File: config.mk
export PLATFORM = sky130hd
export DESIGN_NAME = keyed_cfg_regs
export DESIGN_NICKNAME = d
export VERILOG_FILES = /design/src/rtl/keyed_cfg_regs.sv
export SDC_FILE = /design/constraint.sdc
export NUM_CORES = 1
export LEC_CHECK = 0
export ABC_AREA = 1
export BUFFER_PORTS_ARGS = -buffer_cell sky130_fd_sc_hd__buf_2
export CORE_UTILIZATION = 42
export DETAILED_ROUTE_END_ITERATION = 6
export GPL_ROUTABILITY_DRIVEN = 0
export PLACE_DENSITY = 0.72
export SLEW_MARGIN = 20
export SYNTH_ARGS = -nofsm -noshare
export SYNTH_HDL_FRONTEND = slang
export SYNTH_SLANG_ARGS = --single-unit
File: constraint.sdc
create_clock -name clk -period 2.3 [get_ports clk]
set_input_delay 0.46 -clock clk [delete_from_list [all_inputs] [get_ports clk]]
set_output_delay 0.46 -clock clk [all_outputs]
set_load 0.05 [all_outputs]
File: src/rtl/keyed_cfg_regs.sv
module keyed_cfg_regs #(
  parameter int unsigned ADDR_W = 4,
  parameter logic [ADDR_W-1:0] STAGE_ADDR = 4'h0,
  parameter logic [ADDR_W-1:0] CMD_ADDR   = 4'h1,
  parameter logic [ADDR_W-1:0] CAUSE_ADDR = 4'h2,
  parameter logic [7:0] KEY_PIN   = 8'hB2,
  parameter logic [7:0] KEY_REMAP = 8'hD4,
  parameter logic [7:0] KEY_CLR   = 8'h71
) (
  input  logic              clk,
  input  logic              por_n,
  input  logic              rst_n,
  input  logic [ADDR_W-1:0] addr,
  input  logic              wr_en,
  input  logic              rd_en,
  input  logic [7:0]        wdata,
  output logic [7:0]        rdata,
  input  logic [6:0]        cause_set,
  output logic              pin_rst_dis,
  output logic              remap_area,
  output logic              remap_vec
);

  logic       sys_rst_n;
  logic [2:0] stage;
  logic [6:0] flags;
  logic       clr_arm;
  logic       cmd_wr, stage_wr, cause_wr, clr_fire;

  assign sys_rst_n = por_n & rst_n;
  assign stage_wr  = wr_en && (addr == STAGE_ADDR);
  assign cmd_wr    = wr_en && (addr == CMD_ADDR);
  assign cause_wr  = wr_en && (addr == CAUSE_ADDR);
  assign clr_fire  = cmd_wr && (wdata == KEY_CLR) && clr_arm;

  always_ff @(posedge clk or negedge sys_rst_n) begin
    if (!sys_rst_n) begin
      stage      <= '0;
      remap_area <= 1'b0;
      remap_vec  <= 1'b0;
      clr_arm    <= 1'b0;
    end else begin
      if (stage_wr) stage <= wdata[2:0];
      if (cmd_wr && wdata == KEY_REMAP) begin
        remap_area <= stage[1];
        remap_vec  <= stage[2];
      end
      if (clr_fire) clr_arm <= 1'b0;
      else if (cause_wr && wdata[7]) clr_arm <= 1'b1;
    end
  end

  always_ff @(posedge clk or negedge por_n) begin
    if (!por_n) begin
      pin_rst_dis <= 1'b0;
      flags       <= '0;
    end else begin
      if (cmd_wr && wdata == KEY_PIN) pin_rst_dis <= stage[0];
      flags <= (clr_fire ? 7'd0 : flags) | cause_set;
    end
  end

  always_comb begin
    rdata = 8'h00;
    if (rd_en) begin
      if (addr == STAGE_ADDR)      rdata = {5'b0, stage};
      else if (addr == CMD_ADDR)   rdata = {5'b0, remap_vec, remap_area, pin_rst_dis};
      else if (addr == CAUSE_ADDR) rdata = {1'b0, flags};
    end
  end

  assert_pin_commit_R2: assert property (@(posedge clk) disable iff (!sys_rst_n)
    (cmd_wr && wdata == KEY_PIN) |=> (pin_rst_dis == $past(stage[0])));

  assert_remap_commit_R3: assert property (@(posedge clk) disable iff (!sys_rst_n)
    (cmd_wr && wdata == KEY_REMAP) |=> ({remap_vec, remap_area} == $past(stage[2:1])));

  assert_bad_key_R4: assert property (@(posedge clk) disable iff (!sys_rst_n)
    !(cmd_wr && (wdata == KEY_PIN || wdata == KEY_REMAP))
      |=> $stable({pin_rst_dis, remap_area, remap_vec}));

  assert_sticky_R7: assert property (@(posedge clk) disable iff (!sys_rst_n)
    !clr_fire |=> ((flags & $past(flags)) == $past(flags)));

  assert_keyed_clear_R8: assert property (@(posedge clk) disable iff (!sys_rst_n)
    (clr_fire && cause_set == 7'd0) |=> (flags == 7'd0 && !clr_arm));

  always_comb begin
    if (!rd_en) assert_idle_read_R9: assert (rdata == 8'h00);
  end

endmodule

[Yosys cells after proc, flatten, opt, wreduce, memory -nomap -nowiden]
Index checks and enable logic that the tools add are counted.
Word-level totals
  register bits: 14
  input bits: 24
Cells by class
  equal/unequal tests: 5
  multiplexer cells: 7
  bitwise operators: 2
  reductions and logical operators: 10
Operators by type and width (count)
  $mux 7: 5
  $eq 8x8->1 const B: 2
  $eq 8x7->1 const B: 1
  $logic_and 1x1->1: 8
  $or 7x7->7: 1
  $eq 4x1->1 const B: 1
  $eq 4x2->1 const B: 1
  $logic_not 4->1: 1
  $mux 1: 2
  $reduce_bool 2->1: 1
  $and 1x1->1: 1

[Depth between registers and ports, before layout]
Gate-level depths: netlist of the first run.
  word-level depth: 6
  depth in mapped cells: 7
  gate-level depth less buffers: 7

[Worst setup path before layout of the first run]
Ideal clock, no wire load.
  path type: input to output
  from: input port addr[3]
  to: output port rdata[0]
  data arrival time: 1.674 ns
  required time: 1.840 ns
  setup slack: 0.166 ns
  stages: 5
  path buffers: 0
  cell sequence: nor2_4 nand2_4 inv_2 o21ai_0 a21oi_1
Between the ends
  word-level cells in the longest chain between the ends: 5
  elaborated cells on any way between the ends: 7
  those cells by class: eq/ne: 2; mux: 4; reduce/logical: 1
Ends and longest elaborated chain
  from (decl): line 13  | input logic [ADDR_W-1:0] addr,
  $eq 4x2->1: line 68  | else if (addr == CAUSE_ADDR) rdata = {1'b0, flags};
  $mux 7: line 68
  $mux 7: line 67  | else if (addr == CMD_ADDR) rdata = {5'b0, remap_vec, remap_area, pin_rst_dis};
  $mux 7 (*): line 66  | if (addr == STAGE_ADDR) rdata = {5'b0, stage};
  $mux 7 (*): line 65  | if (rd_en) begin
  to (decl): line 17  | output logic [7:0] rdata,
Every way passes the cells marked *; elsewhere a longest branch is shown, timed or not.

[Final worst setup path of the first run]
  from: input port addr[1]
  to: output port rdata[5]
Same word-level chain as after synthesis.

==> impl_metrics.tcl, run 1 <==
set metrics [dict create \
    slew_violations 0 \
    grt_max_degree 10 \
    drt-initial-drc-count 13 \
    drtPass1Iterations 4 \
    fin_skew_ns 0.00107 \
    fin_nets 182 \
    rows 15 \
    yosys-top-cells-area "dfrtp_1, nand2_1, inv_1, nand3_1, nor2_1" \
    core_um2 1800 \
    max-cap-violations 0 \
    die_area_um2 2180 \
    die_h_um 46.7 \
    synth_edf_count 0 \
    cts_setup_buffers 0 \
    rsz0062_at_grt "no" \
    cts_max_level 1 \
    power.internal_mw 0.385 \
    detail-route-antenna-nets 0 \
    cts_resized 0 \
    cts_buffers 3 \
    final_util 0.592 \
    path_clk_slew_ns 0.09 \
    setup.worst_path.start_class "input port" \
    cts_root_buf "clkbuf_4" \
    cts.sinks 14 \
    hp-class "in -> async" \
    syn_nets 145 \
    syn_area_um2 841 \
    yosysMostFrequentCell "nand2_1" \
    switchingPower_mw 0.145 \
    cts_tree "built" \
    status "finished clean" \
    async_flop_share 1.00 \
    yosys_warnings 0 \
    ys_seq_area_frac 0.417 \
    diodes 0 \
    port-buffer-count 33 \
    fin_crit_sh 0.859 \
    cts-hold-fix-buffers 0 \
    worstPathMaxFanout 5 \
    comb_power_share 0.174 \
    die_x_um 46.7 \
    grt_pass1_vias 746 \
    syn_avg_cell_area_um2 6.95 \
    yosys-top-cells-count "nand2_1, inv_1, dfrtp_1, nor2_1, nand3_1" \
    pin_count 35 \
    crit_type "in -> out" \
    power_density_nw_per_um2 498 \
    worst_ep_arrival_time_ns 1.52 \
    worstSetupEndpointType "output pin" \
    vias 831 \
    p_sw_frac 0.274 \
    yosysUniqueCellTypes 17 \
    synth_ff_type "dfrtp_1" \
    wire_per_inst_um 9.98 \
    fmax_ghz 0.506 \
    cts_buffer_depth 2 \
    post-route-min-period_ns 1.98 \
    fillers 185 \
    grt_pass1_wl_um 3070 \
    peakVddDrop_mv 0.266 \
    drive_gt1_frac 0.274 \
    via_per_inst 4.57 \
    drc 0 \
    pwr-share-clk 0.326 \
    hold_viol 0 \
    hpwl_um 1540 \
    cp.required_ns 1.84 \
    layout-area-overhead-vs-synth_pct 26.8 \
    postSynthCellCount 121 \
    tns_ns 0 \
    antenna_found_initial 0 \
    final-setup-viol-count 0 \
    clkLatencyLatePin_ns 0.27 \
    yosysTopAreaCellShare 0.417 \
    overflow 0 \
    p_leak_nw 0.687 \
    yosys_register_bits 14 \
    p_seq_frac 0.500 \
    yosys.area.top_type "dfrtp_1" \
    start_util 0.467 \
    grt_usage 0.198 \
    wirelength_um 1820 \
]
[cell usage in the layout (no fill, tap or decap)]
cell type  netlist  routed
nor2_8           1       1
o21ai_0          3       3
nor2_1          13      13
clkbuf_4         0       3
a21oi_1          3       3
clkbuf_8         0       1
inv_2            1       1
nand3_1         10      10
buf_2            0      33
nor2_4           1       1
nand2_1         37      37
nand2_4          1       1
o21ai_1          3       3
dfrtp_1         14      14
nand4_1          4       4
nand3_4          1       1
nand3_2          1       1
conb_1           1       1
inv_1           26      26
[per-stage QoR]
step	hold WS (ns)	instances	power (mW)	instance area, µm²	setup WS [ns]
after global placement	0.312	178	0.360	1030	0.355
after detailed placement	0.316	178	0.363	1030	0.339
final	0.0212	182	0.531	1070	0.324
after floorplan	0.164	121	0.325	841	0.166
after CTS	0.0228	182	0.535	1070	0.332
after global routing	0.0195	182	0.561	1070	0.204
[area by class of cell]
type	count	area, µm²	share of cell area
clock buffer	4	36.3	0.0340
inverter	27	101	0.0951
multi-input combinational	79	382	0.358
sequential	14	350	0.329
tap	25	31.3	0.0293
timing repair buffer	33	165	0.155
[sequential cells by signal, indices dropped and copies added (netlist names)]
| name | cells |
|---|---|
| pin_rst_dis | 1 |
| clr_arm | 1 |
| flags | 7 |
| remap_area | 1 |
| remap_vec | 1 |
| stage | 3 |
[metal layers]
layer  up-vias  wire, µm  GRT usage  share of wire
met5         -         0          0              0
met4         0        27     0.0686          0.015
met1       367       841      0.257           0.46
li1        439         -          -              -
met3         2        73     0.0231          0.040
met2        23       874      0.342           0.48
[power by group through the flow]
stage / clock network [mW] / logic, mW / registers [mW]
finish: 0.173 / 0.0924 / 0.266
global route: 0.190 / 0.104 / 0.267
CTS: 0.176 / 0.0932 / 0.266
detailed placement: 0 / 0.0929 / 0.270
global placement: 0 / 0.0897 / 0.270
floorplan: 0 / 0.0567 / 0.269
[worst max-delay path, stage by stage]
cell and delay, ns:
buf_2 0.08, inv_1 0.09, nor2_1 0.28, nand3_1 0.21, nor2_1 0.12, buf_2 0.27
[cells by family after synthesis]
group,after synthesis,synth area share
other,1,0.00446
buffers and inverters,28,0.129
DFF,14,0.417
AOI/OAI and AO/OA,9,0.0536
and+or+nand+nor,69,0.396
[path summary, 6_finish.rpt]
kind                                           from  slack, ns  cells past startpoint                   to
min in group clk                       cause_set[3]       0.37                      3   flags[3]$_DFF_PN0_
worst min-delay path                          por_n       0.02                      1   flags[0]$_DFF_PN0_
worst max register to register  clr_arm$_DFFE_PN0P_       1.30                      5   flags[6]$_DFF_PN0_
max in group asynchronous                     por_n       1.80                      3  clr_arm$_DFFE_PN0P_
worst min register to register   flags[4]$_DFF_PN0_       0.48                      2   flags[4]$_DFF_PN0_
worst max-delay path                        addr[1]       0.32                      6             rdata[5]
Power figures use the tool's default switching activity.
==> run 2: changes to the inputs <==
- ABC_CLOCK_PERIOD_IN_PS: not set -> 2300
- CORE_ASPECT_RATIO: not set -> 0.8
- PLACE_DENSITY: 0.72 -> 0.74
==> impl_metrics.tcl, run 2 (same netlist as run 1, synthesis figures left out) <==
set metrics [dict create \
    status "finished clean" \
    drtPass1Iterations 4 \
    start_util 0.449 \
    cts_buffers 3 \
    hpwl_um 1480 \
    post-route-min-period_ns 1.96 \
    layout_commonest_cell "nand2_1" \
    overflow 0 \
    rsz0062_at_grt "no" \
    worstPathMaxFanout 5 \
    pin_count 35 \
    grt_pass1_wl_um 3130 \
    reg2reg_slack_ns 1.32 \
    via_per_inst 4.48 \
    grt_max_degree 10 \
    setup.worst_path.start_class "input port" \
    core_um2 1870 \
    place_ws_ns 0.358 \
    reg_top3 "flags: 7 flops, stage: 3 flops" \
    slew_violations 0 \
    cpMaxStageDelayCell "nor2_1" \
    die_h_um 42.0 \
    layout-area-overhead-vs-synth_pct 27.8 \
    hold_ws_ns 0.0929 \
    slowest_delay_ns 0.27 \
    drive_gt1_frac 0.272 \
    path_clk_slew_ns 0.09 \
    fin_crit_sh 0.852 \
    die_x_um 52.0 \
    grt_usage 0.200 \
    cts_root_buf "clkbuf_4" \
    cts_tree "built" \
    max-cap-violations 0 \
    top_register "flags" \
    worstSetupEndpointType "output pin" \
    tns_ns 0 \
    detail-route-antenna-nets 0 \
    final_cell_mix "nand2_1, buf_2, inv_1, dfrtp_1, nor2_1" \
    path_buf_inv 3 \
    cts_resized 0 \
    wire_per_inst_um 10.1 \
    hp-class "in -> async" \
    drt-initial-drc-count 24 \
    peakVddDrop_mv 0.376 \
    cp.required_ns 1.84 \
    crit_type "in -> out" \
    hold_viol 0 \
    antenna_found_initial 0 \
    crit_chain "buf_2, inv_1, nor2_1, nand3_1, nor2_1, buf_2" \
    vias 816 \
    power_density_nw_per_um2 506 \
    power_mw 0.544 \
    fin_skew_ns 0.00569 \
    grt_pass1_vias 735 \
    cts_max_level 1 \
    setup_ws_ns 0.339 \
    die_area_um2 2190 \
    port-buffer-count 33 \
    fin_nets 183 \
    final-setup-viol-count 0 \
    cts_setup_buffers 0 \
    cts-hold-fix-buffers 0 \
    rows 14 \
    cts_buffer_depth 2 \
    diodes 0 \
    fmax_ghz 0.510 \
    cts.sinks 14 \
    drc 0 \
    worst_ep_arrival_time_ns 1.50 \
    cp_top_family "simple AND/OR/NAND/NOR gates" \
    wirelength_um 1850 \
    clkLatencyLatePin_ns 0.29 \
    largest_reg_flops 7 \
    p_leak_nw 0.691 \
]
run 2: cell types whose count changed in the layout (fill, tap and decap cells not counted):
cell / delta
dlygate4sd3_1: +1
run 2: layout make-up:
class                           count  area, µm²
Timing Repair Buffer               34        175
Multi-Input combinational cell     79        382
Fill cell                         184        800
Clock buffer                        4       36.3
Tap cell                           24       30.0
Sequential cell                    14        350
Inverter                           27        101
run 2: report_power, final:
group	internal, mW	leakage [nW]	switching (mW)
clock	0.0964	0.0210	0.0863
sequential	0.257	0.152	0.00933
combinational	0.0335	0.518	0.0616
run 2: worst register-to-register path, stage by stage, from the launching register on:
cell,delay (ns)
dfrtp_1,0.35
nand3_1,0.07
nor2_1,0.16
nand3_4,0.15
nand2_1,0.09
nand2_1,0.05
run 2: path summary, 6_finish.rpt:
path	start	endpoint	depth (start not counted)
worst min-delay path	rst_n	stage[1]$_DFFE_PN0P_	3
worst min register to register	flags[3]$_DFF_PN0_	flags[3]$_DFF_PN0_	2
worst max-delay path	addr[1]	rdata[4]	6
max in group asynchronous	por_n	remap_area$_DFFE_PN0P_	4
min in group clk	cause_set[0]	flags[0]$_DFF_PN0_	3
worst max register to register	clr_arm$_DFFE_PN0P_	flags[4]$_DFF_PN0_	5
run 2: layer usage:
layer / up-vias / global-route usage / share of wire
li1: 439 / - / -
met1: 346 / 0.271 / 0.47
met2: 27 / 0.308 / 0.46
met3: 4 / 0.0435 / 0.054
met4: 0 / 0.0811 / 0.015
met5: - / 0 / 0
run 2: per-stage QoR:
step	util	std cells	area (µm²)
floorplan	-	121	841
global placement	0.549	177	1030
detailed placement	0.549	177	1030
CTS	0.568	181	1060
global route	0.573	182	1070
finish	0.573	182	1070
==> run 3: changes to the inputs <==
- PLACE_DENSITY: 0.74 -> 0.73
==> impl_metrics.tcl, run 3 (same netlist as run 1, synthesis figures left out) <==
set metrics [dict create \
    clkLatencyLatePin_ns 0.27 \
    fin_skew_ns 0.00492 \
    hold_viol 0 \
    fin_nets 182 \
    port-buffer-count 33 \
    post-route-min-period_ns 1.97 \
    pin_count 35 \
    wl_met1_um 847 \
    pwr-share-clk 0.325 \
    cts_setup_buffers 0 \
    drive_gt1_frac 0.274 \
    diodes 0 \
    cts-hold-fix-buffers 0 \
    die_area_um2 2190 \
    worst_ep_arrival_time_ns 1.51 \
    hpwl_um 1440 \
    vias 809 \
    setup.worst_path.start_class "input port" \
    max-cap-violations 0 \
    highest_layer "met4" \
    fin_crit_sh 0.856 \
    p_seq_frac 0.501 \
    grt_pass1_wl_um 2760 \
    cp_top_family "buffers and inverters" \
    largest_reg_flops 7 \
    cts.sinks 14 \
    p_leak_nw 0.687 \
    drt-initial-drc-count 20 \
    comb_power_share 0.175 \
    drc 0 \
    hold_ws_ns 0.0144 \
    peakVddDrop_mv 0.361 \
    cts_resized 0 \
    cts_max_level 1 \
    wire_per_inst_um 9.51 \
    cts_buffer_depth 2 \
    wl_met3_um 116 \
    cts_tree "built" \
    layout_commonest_cell "nand2_1" \
    rsz0062_at_grt "no" \
    top_register "flags" \
    path_clk_slew_ns 0.08 \
    cts_buffers 3 \
    grt_pass1_vias 689 \
    crit_chain "buf_2, nor2_4, nand2_4, inv_2, o21ai_0, a21oi_1, buf_2" \
    die_x_um 52.0 \
    crit_type "in -> out" \
    path_buf_inv 3 \
    rows 14 \
    worstSetupEndpointType "output pin" \
    core_um2 1870 \
    overflow 0 \
    grt_usage 0.173 \
    power_density_nw_per_um2 499 \
    detail-route-antenna-nets 0 \
    antenna_found_initial 0 \
    cpMaxStageDelayCell "buf_2" \
    fmax_ghz 0.508 \
    wl_met2_um 744 \
    wirelength_um 1720 \
    power.internal_mw 0.385 \
    die_h_um 42.0 \
    layout-area-overhead-vs-synth_pct 26.6 \
    status "finished clean" \
    slew_violations 0 \
    hp-class "in -> async" \
    grt_max_degree 10 \
    switchingPower_mw 0.146 \
    tns_ns 0 \
    final_cell_mix "nand2_1, buf_2, inv_1, dfrtp_1, nor2_1" \
    worstPathMaxFanout 9 \
    slowest_delay_ns 0.28 \
    reg_top3 "flags: 7 flops, stage: 3 flops" \
    cts_root_buf "clkbuf_4" \
    cp_common_cell "buf_2" \
    drtPass1Iterations 4 \
    start_util 0.449 \
    fillers 177 \
    cp.required_ns 1.84 \
    final-setup-viol-count 0 \
    via_per_inst 4.47 \
    p_sw_frac 0.274 \
]
## run 3: changes by cell type in the layout (fill, tap and decap cells not counted), sizes merged
cell	previous run	this run
dlygate4sd3	1	0
## run 3: stage by stage
stage / power, mW / instances / setup slack, ns / instance area, µm² / util
2_1_floorplan: 0.325 / 121 / 0.166 / 841 / -
3_3_place_gp: 0.362 / 177 / 0.345 / 1030 / 0.549
3_5_place_dp: 0.364 / 177 / 0.346 / 1030 / 0.549
4_1_cts: 0.538 / 181 / 0.336 / 1060 / 0.568
5_1_grt: 0.558 / 181 / 0.225 / 1060 / 0.568
6_report: 0.531 / 181 / 0.330 / 1060 / 0.568
## run 3: cell type report
type | instances | area [µm²] | area share
multi-input combinational | 79 | 382 | 0.358
inverter | 27 | 101 | 0.0952
tap | 24 | 30.0 | 0.0282
timing repair buffer | 33 | 165 | 0.155
clock buffer | 4 | 36.3 | 0.0341
sequential | 14 | 350 | 0.329
## run 3: power by group through the flow
stage	logic [mW]	registers (mW)	clock network, mW
final	0.0927	0.266	0.172
after global routing	0.104	0.267	0.187
after CTS	0.0934	0.266	0.179
after floorplan	0.0567	0.269	0
after detailed placement	0.0925	0.271	0
after global placement	0.0907	0.271	0
## run 3: layer usage
metal,global-route usage,up-vias
li1,-,436
met3,0.0290,2
met1,0.251,344
met5,0,-
met4,0.0865,0
met2,0.249,27
## run 3: path summary, 6_finish.rpt
path / from / endpoint / slack [ns] / cells past startpoint
min reg2reg: flags[5]$_DFF_PN0_ / flags[5]$_DFF_PN0_ / 0.48 / 2
min in group clk: cause_set[1] / flags[1]$_DFF_PN0_ / 0.36 / 3
max reg2reg: clr_arm$_DFFE_PN0P_ / flags[0]$_DFF_PN0_ / 1.32 / 5
max: addr[3] / rdata[0] / 0.33 / 7
max in group asynchronous: por_n / remap_area$_DFFE_PN0P_ / 1.83 / 3
min: por_n / pin_rst_dis$_DFFE_PN0P_ / 0.01 / 1
## run 3: worst reg2reg max path, delay by kind of cell (launching register included)
kind / cells / cell delay (ns)
DFF: 1 / 0.35
and+or+nand+nor: 5 / 0.53
